===== src/rtl/can_stat_pkg.sv =====
package can_stat_pkg;

  typedef enum logic [2:0] {
    LEC_NONE  = 3'd0,
    LEC_STUFF = 3'd1,
    LEC_FORM  = 3'd2,
    LEC_ACK   = 3'd3,
    LEC_BIT1  = 3'd4,
    LEC_BIT0  = 3'd5,
    LEC_CRC   = 3'd6,
    LEC_IDLE  = 3'd7
  } lec_e;

  // bit order is the software-visible status layout
  typedef struct packed {
    logic bus_off;
    logic warn;
    logic passive;
    logic rx_ok;
    logic tx_ok;
    lec_e lec;
  } stat_t;

  localparam int unsigned STAT_W = $bits(stat_t);

endpackage


===== src/rtl/can_stat_rstsync.sv =====
module can_stat_rstsync #(
  parameter int unsigned STAGES = 2
) (
  input  logic clk,
  input  logic rst_n_i,
  output logic rst_n_o
);
  logic [STAGES-1:0] sync_q;

  always_ff @(posedge clk or negedge rst_n_i) begin
    if (!rst_n_i) sync_q <= '0;
    else          sync_q <= {sync_q[STAGES-2:0], 1'b1};
  end

  assign rst_n_o = sync_q[STAGES-1];
endmodule


===== src/rtl/can_stat_word.sv =====
module can_stat_word
  import can_stat_pkg::*;
(
  input  logic        clk,
  input  logic        rst_n,
  input  logic        ev_rx_ok,
  input  logic        ev_tx_ok,
  input  logic        ev_err,
  input  logic [2:0]  ev_code,
  input  logic        ev_recov,
  input  logic        lvl_bus_off,
  input  logic        lvl_warn,
  input  logic        lvl_passive,
  input  logic        wr_en,
  input  logic [STAT_W-1:0] wr_data,
  output stat_t       stat_q,
  output logic        err_chg,
  output logic        sc_chg
);
  stat_t stat_d;
  logic  stat_en;
  logic  hw_lec_vld;
  lec_e  hw_lec;

  // hardware code source, priority error > recovery > ok
  always_comb begin
    hw_lec_vld = 1'b1;
    hw_lec     = LEC_NONE;
    if (ev_err)                  hw_lec = lec_e'(ev_code);
    else if (ev_recov)           hw_lec = LEC_BIT0;
    else if (ev_rx_ok | ev_tx_ok) hw_lec = LEC_NONE;
    else                         hw_lec_vld = 1'b0;
  end

  always_comb begin
    stat_d         = stat_q;
    stat_d.bus_off = lvl_bus_off;
    stat_d.warn    = lvl_warn;
    stat_d.passive = lvl_passive;
    if (wr_en) begin
      stat_d.rx_ok = wr_data[4];
      stat_d.tx_ok = wr_data[3];
      stat_d.lec   = lec_e'(wr_data[2:0]);
    end
    if (ev_rx_ok)   stat_d.rx_ok = 1'b1;
    if (ev_tx_ok)   stat_d.tx_ok = 1'b1;
    if (hw_lec_vld) stat_d.lec   = hw_lec;
  end

  always_comb begin
    stat_en = wr_en | ev_rx_ok | ev_tx_ok | hw_lec_vld |
              (lvl_bus_off != stat_q.bus_off) |
              (lvl_warn    != stat_q.warn) |
              (lvl_passive != stat_q.passive);
    err_chg = (stat_d.bus_off != stat_q.bus_off) | (stat_d.warn != stat_q.warn);
    sc_chg  = (ev_rx_ok & ~stat_q.rx_ok) | (ev_tx_ok & ~stat_q.tx_ok) |
              (hw_lec_vld & (hw_lec != stat_q.lec));
  end

  always_ff @(posedge clk or negedge rst_n) begin
    if (!rst_n)       stat_q <= '0;
    else if (stat_en) stat_q <= stat_d;
  end


  err_code_load_chk: assert property (@(posedge clk) disable iff (!rst_n)
    ev_err |=> (stat_q.lec == lec_e'($past(ev_code))));


  recov_bit0_chk: assert property (@(posedge clk) disable iff (!rst_n)
    (ev_recov && !ev_err) |=> (stat_q.lec == LEC_BIT0));


  rx_ok_clear_chk: assert property (@(posedge clk) disable iff (!rst_n)
    $fell(stat_q.rx_ok) |-> $past(wr_en));


  passive_follow_chk: assert property (@(posedge clk) disable iff (!rst_n)
    !$stable(stat_q.passive) |-> (stat_q.passive == $past(lvl_passive)));
endmodule


===== src/rtl/can_stat_irq.sv =====
module can_stat_irq (
  input  logic clk,
  input  logic rst_n,
  input  logic err_chg,
  input  logic sc_chg,
  input  logic err_en,
  input  logic sc_en,
  input  logic rd_clr,
  output logic pend_q
);
  logic set_c;
  logic pend_d;
  logic pend_en;

  always_comb begin
    set_c   = (err_chg & err_en) | (sc_chg & sc_en);
    pend_d  = set_c | (pend_q & ~rd_clr);
    pend_en = set_c | rd_clr;
  end

  always_ff @(posedge clk or negedge rst_n) begin
    if (!rst_n)       pend_q <= 1'b0;
    else if (pend_en) pend_q <= pend_d;
  end


  read_collide_chk: assert property (@(posedge clk) disable iff (!rst_n)
    (rd_clr && set_c) |=> pend_q);


  read_clear_chk: assert property (@(posedge clk) disable iff (!rst_n)
    (rd_clr && !set_c) |=> !pend_q);
endmodule


===== src/rtl/can_stat_regif.sv =====
module can_stat_regif #(
  parameter int unsigned          ADDR_W    = 2,
  parameter int unsigned          DATA_W    = 16,
  parameter int unsigned          STAT_W    = 8,
  parameter logic [ADDR_W-1:0]    STAT_ADDR = '0,
  parameter logic [ADDR_W-1:0]    ID_ADDR   = 1,
  parameter logic [DATA_W-1:0]    INT_ID    = 16'h8000
) (
  input  logic              cpu_sel,
  input  logic              cpu_wr,
  input  logic [ADDR_W-1:0] cpu_addr,
  input  logic [STAT_W-1:0] cpu_wdata,
  input  logic [STAT_W-1:0] stat,
  input  logic              pend,
  output logic              wr_en,
  output logic [STAT_W-1:0] wr_data,
  output logic              rd_clr,
  output logic [DATA_W-1:0] rdata,
  output logic [DATA_W-1:0] int_id
);
  logic stat_hit;
  logic id_hit;

  always_comb begin
    stat_hit = cpu_sel & (cpu_addr == STAT_ADDR);
    id_hit   = cpu_sel & (cpu_addr == ID_ADDR);
    wr_en    = stat_hit & cpu_wr;
    wr_data  = cpu_wdata;
    rd_clr   = stat_hit & ~cpu_wr;
    int_id   = pend ? INT_ID : '0;
    rdata    = '0;
    if (stat_hit & ~cpu_wr)    rdata[STAT_W-1:0] = stat;
    else if (id_hit & ~cpu_wr) rdata = int_id;
  end
endmodule


===== src/rtl/can_status_unit.sv =====
module can_status_unit
  import can_stat_pkg::*;
#(
  parameter int unsigned       ADDR_W     = 2,
  parameter int unsigned       DATA_W     = 16,
  parameter logic [DATA_W-1:0] STAT_INT_ID = 16'h8000,
  parameter int unsigned       RST_STAGES = 2
) (
  input  logic              clk,
  input  logic              rst_n,
  input  logic              ev_rx_ok,
  input  logic              ev_tx_ok,
  input  logic              ev_err,
  input  logic [2:0]        ev_err_code,
  input  logic              ev_recov11,
  input  logic              lvl_bus_off,
  input  logic              lvl_warn,
  input  logic              lvl_passive,
  input  logic              err_int_en,
  input  logic              stat_int_en,
  input  logic              cpu_sel,
  input  logic              cpu_wr,
  input  logic [ADDR_W-1:0] cpu_addr,
  input  logic [7:0]        cpu_wdata,
  output logic [DATA_W-1:0] cpu_rdata,
  output logic [7:0]        status_o,
  output logic [DATA_W-1:0] int_id_o,
  output logic              irq_o
);
  localparam logic [ADDR_W-1:0] STAT_ADDR = '0;
  localparam logic [ADDR_W-1:0] ID_ADDR   = ADDR_W'(1);

  logic              rst_sync_n;
  stat_t             stat_q;
  logic              err_chg;
  logic              sc_chg;
  logic              wr_en;
  logic [STAT_W-1:0] wr_data;
  logic              rd_clr;
  logic              pend_q;
  logic              hw_any;

  can_stat_rstsync #(.STAGES(RST_STAGES)) u_rst (
    .clk     (clk),
    .rst_n_i (rst_n),
    .rst_n_o (rst_sync_n)
  );

  can_stat_word u_word (
    .clk         (clk),
    .rst_n       (rst_sync_n),
    .ev_rx_ok    (ev_rx_ok),
    .ev_tx_ok    (ev_tx_ok),
    .ev_err      (ev_err),
    .ev_code     (ev_err_code),
    .ev_recov    (ev_recov11),
    .lvl_bus_off (lvl_bus_off),
    .lvl_warn    (lvl_warn),
    .lvl_passive (lvl_passive),
    .wr_en       (wr_en),
    .wr_data     (wr_data),
    .stat_q      (stat_q),
    .err_chg     (err_chg),
    .sc_chg      (sc_chg)
  );

  can_stat_irq u_irq (
    .clk     (clk),
    .rst_n   (rst_sync_n),
    .err_chg (err_chg),
    .sc_chg  (sc_chg),
    .err_en  (err_int_en),
    .sc_en   (stat_int_en),
    .rd_clr  (rd_clr),
    .pend_q  (pend_q)
  );

  can_stat_regif #(
    .ADDR_W    (ADDR_W),
    .DATA_W    (DATA_W),
    .STAT_W    (STAT_W),
    .STAT_ADDR (STAT_ADDR),
    .ID_ADDR   (ID_ADDR),
    .INT_ID    (STAT_INT_ID)
  ) u_regif (
    .cpu_sel   (cpu_sel),
    .cpu_wr    (cpu_wr),
    .cpu_addr  (cpu_addr),
    .cpu_wdata (cpu_wdata),
    .stat      (stat_q),
    .pend      (pend_q),
    .wr_en     (wr_en),
    .wr_data   (wr_data),
    .rd_clr    (rd_clr),
    .rdata     (cpu_rdata),
    .int_id    (int_id_o)
  );

  assign status_o = stat_q;
  assign irq_o    = pend_q;

  assign hw_any = ev_rx_ok | ev_tx_ok | ev_err | ev_recov11 |
                  (lvl_bus_off != status_o[7]) | (lvl_warn != status_o[6]);


  irq_source_chk: assert property (@(posedge clk) disable iff (!rst_sync_n)
    $rose(irq_o) |-> $past(hw_any));
endmodule


===== config.mk =====
export PLATFORM = sky130hd
export DESIGN_NAME = can_status_unit
export DESIGN_NICKNAME = d
export VERILOG_FILES = /design/src/rtl/can_stat_pkg.sv /design/src/rtl/can_stat_rstsync.sv /design/src/rtl/can_stat_word.sv /design/src/rtl/can_stat_irq.sv /design/src/rtl/can_stat_regif.sv /design/src/rtl/can_status_unit.sv
export SDC_FILE = /design/constraint.sdc
export NUM_CORES = 1
export LEC_CHECK = 0
export BUFFER_PORTS_ARGS = -buffer_cell sky130_fd_sc_hd__buf_2
export CELL_PAD_IN_SITES_DETAIL_PLACEMENT = 2
export CELL_PAD_IN_SITES_GLOBAL_PLACEMENT = 2
export CORE_MARGIN = 2
export CORE_UTILIZATION = 19
export CTS_CLUSTER_DIAMETER = 40
export DETAILED_ROUTE_END_ITERATION = 8
export HOLD_SLACK_MARGIN = 0.05
export MAX_ROUTING_LAYER = met4
export PLACE_DENSITY_LB_ADDON = 0.3
export SYNTH_ARGS = -nofsm -noshare
export SYNTH_HDL_FRONTEND = slang
export SYNTH_SLANG_ARGS = --single-unit

===== constraint.sdc =====
create_clock -name clk -period 0.8 [get_ports clk]
set_clock_uncertainty 0.15 [all_clocks]
set_input_delay 0.04 -clock clk [delete_from_list [all_inputs] [get_ports clk]]
set_output_delay 0.04 -clock clk [all_outputs]
set_load 0.05 [all_outputs]

==> summary by stage <==
Outcome
The flow ran to the end, but the final reports show violations. The final reports fail on hold timing, setup timing.

Place
The half-perimeter wire length of the detailed placement result is 2.15 mm. The number of port buffers is 41. The area of placed instances is 1160 um2. The minimum setup slack after placement is -485 ps.

At the end of routability-driven placement, the weighted congestion stood at 0.691.

STA
The final critical delay including setup and external delays is 1320 ps. The number of failing hold endpoints at the final stage is 10. The post-route worst setup slack is -517 ps. For this run, the top clock speed supported by timing is 759 MHz. The smallest hold slack is -116 ps. Setup violations remaining at the end of the flow were counted as 25.

Of the available clock period, the critical path in the final layout requires 1.65. Setup repair after global routing could not meet its margin everywhere. The number of slew-limit violations in the final report came to 0.

Worst setup path
The master of the slowest instance on the critical path is sky130_fd_sc_hd__dfrtp_2. The signal on the critical path passes through buf_6, and2_4, buf_8. The worst setup path is of the reg2out kind.

Counting both buffers and inverters, the worst setup path holds a total of 2. The worst setup path is launched from a flip-flop. The capturing element type of the critical path is an output pin. Among cell families on the critical path, the largest total delay comes from flip-flops. The biggest fanout along the worst timing path is 4.

The worst endpoint data arrival time is between 1000 and 1500 ps. In this design, the stage delay of the slowest critical-path cell is 460 ps. The required time of the worst setup path is 610 ps.

Yosys
The gate count of the mapped netlist is 88. During synthesis, Yosys emitted a total of 0 warnings. After synthesis, the cell types taking the most area are sky130_fd_sc_hd__dfrtp_1, sky130_fd_sc_hd__buf_4, sky130_fd_sc_hd__and2_1. The share of synthesized registers carrying an async set or reset is 1.00.

The sequential cell area fraction in the yosys report is 0.343. The most numerous cell in the Yosys netlist is sky130_fd_sc_hd__buf_4. Of the post-synthesis cell area, the dominant cell type holds 0.343. In this run, synthesis inferred 0 flip-flops with an integrated enable. The top flip-flop cell by instance count after synthesis is sky130_fd_sc_hd__dfrtp_1.

By count the netlist is led by sky130_fd_sc_hd__buf_4, sky130_fd_sc_hd__dfrtp_1, sky130_fd_sc_hd__and2_1. After synthesis the netlist holds a flip-flop and latch count of 11. The cell type with the largest total area after synthesis is sky130_fd_sc_hd__dfrtp_1. Yosys mapped the design onto 23 distinct sky130hd cell types. The synthesized cell area is 802 um2. The average cell area after synthesis is 9.11 um2.

Clock tree
Buffers inserted during clock tree synthesis total 3. The clock slew at the register clock pins of the worst setup and hold paths is 50 ps. The later pin in the worst-skew pair is clocked with a latency of 240 ps.

The level count of the clock H-tree is 1. The buffer levels on the longest clock path is 2. The clock drives 11 sinks. TritonCTS built the clock tree.

Buffers inserted to repair hold after CTS numbered 4. CTS placed an instance of sky130_fd_sc_hd__clkbuf_8 at the clock tree root.

Layout
The ratio of cells with drive above 1 in the final layout is 0.671. 0 antenna diodes ended up in the layout. The final non-filler cell area is 1650 um2. At the end of the flow the core is filled with cells to 0.410. The area growth from synthesis to layout is 106%. Fill cells in the final layout number between 400 and 500.

For this run, the post-layout net count is 188.

Power and ir drop
The design draws 2100 uW. For this design the static power due to leakage is roughly 0.00081 uW. VDD sags by at most 0.618 mV. For this design the ratio of total power to cell area is 1270 nW/um2.

Flow run
The number of max-capacitance violations reported is 0.

Die
The cell row count is 23. The I/O pin count is 67. The vertical extent of the die is 69.0 um. The die is 69.0 um wide. The starting density of the core is 0.199.

The area of the core is approximately 4000 um2. The area enclosed by the die boundary is 4760 um2.

Routing
The routed length per placed instance is 13.2 um. The number of DRC violations after detailed-routing iteration 0 is 9. The count of nets left with antenna violations once routing finished came out at 0. After detailed routing, the total wire length is about 2.8 mm. For this run, the detailed router's first-pass iteration total came to 2. After detailed routing, the number of remaining DRC violations is 0.

The ratio of routed vias to standard cells is 3.77. The number of vias in the routed layout is approximately 800.

GRT
The global routing usage summed across all routing layers is 0.123. The aggregate global routing overflow is 0. The number of global-route vias before repair came to 855. Entering global routing, the biggest net connects 7 pins.

The first global-routing pass estimated between 4 and 5 mm of wire. The initial antenna violation count is 0.

Min path
The worst hold path belongs to the class in2reg.
-- path summary, 6_finish.rpt --
path                                         end  slack (ps)  cells past startpoint             start
worst max-delay path                cpu_rdata[2]        -520                      3  u_word.stat_q[2]
worst min-delay path            u_word.stat_q[3]        -120                      3      cpu_wdata[3]
worst max register to register      u_irq.pend_q        -480                      4  u_word.stat_q[2]
worst min register to register  u_word.stat_q[3]         -10                      1   u_rst.sync_q[1]
max in group asynchronous       u_word.stat_q[1]         350                      1   u_rst.sync_q[1]
min in group asynchronous        u_rst.sync_q[1]         -40                      2             rst_n
-- kinds of logic after synthesis --
logic type      synth area share
compound gates            0.0733
xor+xnor                  0.0655
buf+inv                    0.262
flops                      0.343
mux                       0.0655
other cells              0.00936
simple gates               0.181
-- what timing repair did --
| item | in CTS | in global routing |
|---|---|---|
| resized for setup | 72 | 13 |
| hold endpoints to repair | 20 | 17 |
| buffers inserted | 7 | 4 |
| setup endpoints to repair | 25 | 25 |
| pin swaps | 11 | 2 |
| cloned | 0 | 0 |
-- layer usage --
layer  track usage  share of wire  vias up
li1              -              -      382
met4        0.0221              0        0
met2         0.242           0.57       40
met5             -              0        -
met3        0.0211          0.066        0
met1         0.129           0.37      374
-- worst reg2reg max path, cell delays in order (launching register included) --
cell and delay [ps]:
sky130_fd_sc_hd__dfrtp_2 460, sky130_fd_sc_hd__xnor2_2 180, sky130_fd_sc_hd__a32oi_2 130, sky130_fd_sc_hd__nor3_2 110
sky130_fd_sc_hd__o221ai_1 110
-- area by class of cell --
class                           instances  area, um2  area share
Sequential cell                        11        287       0.173
Timing Repair Buffer                   76        739       0.448
Inverter                                3       11.3     0.00682
Multi-Input combinational cell         67        507       0.307
Clock buffer                            4       45.0      0.0273
Tap cell                               50       62.6      0.0379
-- cell usage in the layout, fill, tap and decap left out, drive strengths merged --
master	netlist	routed
nor3	3	3
o221ai	1	1
buf	24	72
nand4bb	1	1
clkbuf	4	4
nand2b	2	2
dlygate4sd3	0	4
xnor2	4	4
xor2	2	2
nand2	5	5
nor4	1	1
nor2	4	4
o21ai	4	4
o22ai	1	1
dfrtp	11	11
a21oi	3	3
conb	2	23
a32oi	1	1
inv	3	3
and2	8	8
mux2i	4	4
-- where the power goes --
| part | switching (uW) | internal (uW) |
|---|---|---|
| clock network | 212 | 350 |
| registers | 33.6 | 591 |
| logic | 554 | 361 |
-- state kept, by name, indices dropped and copies added, names as in the netlist --
signal and flops:
u_word.stat_q 8, u_rst.sync_q 2, u_irq.pend_q 1
-- per-stage QoR --
step | instances | hold WS, ps | TNS, ps
after floorplan | 109 | -406 | -3680
after global placement | 192 | -324 | -6460
after detailed placement | 192 | -321 | -7060
after CTS | 207 | -124 | -8360
after global routing | 211 | -105 | -9640
final | 211 | -116 | -8750
(Power assumes the default switching activity.)
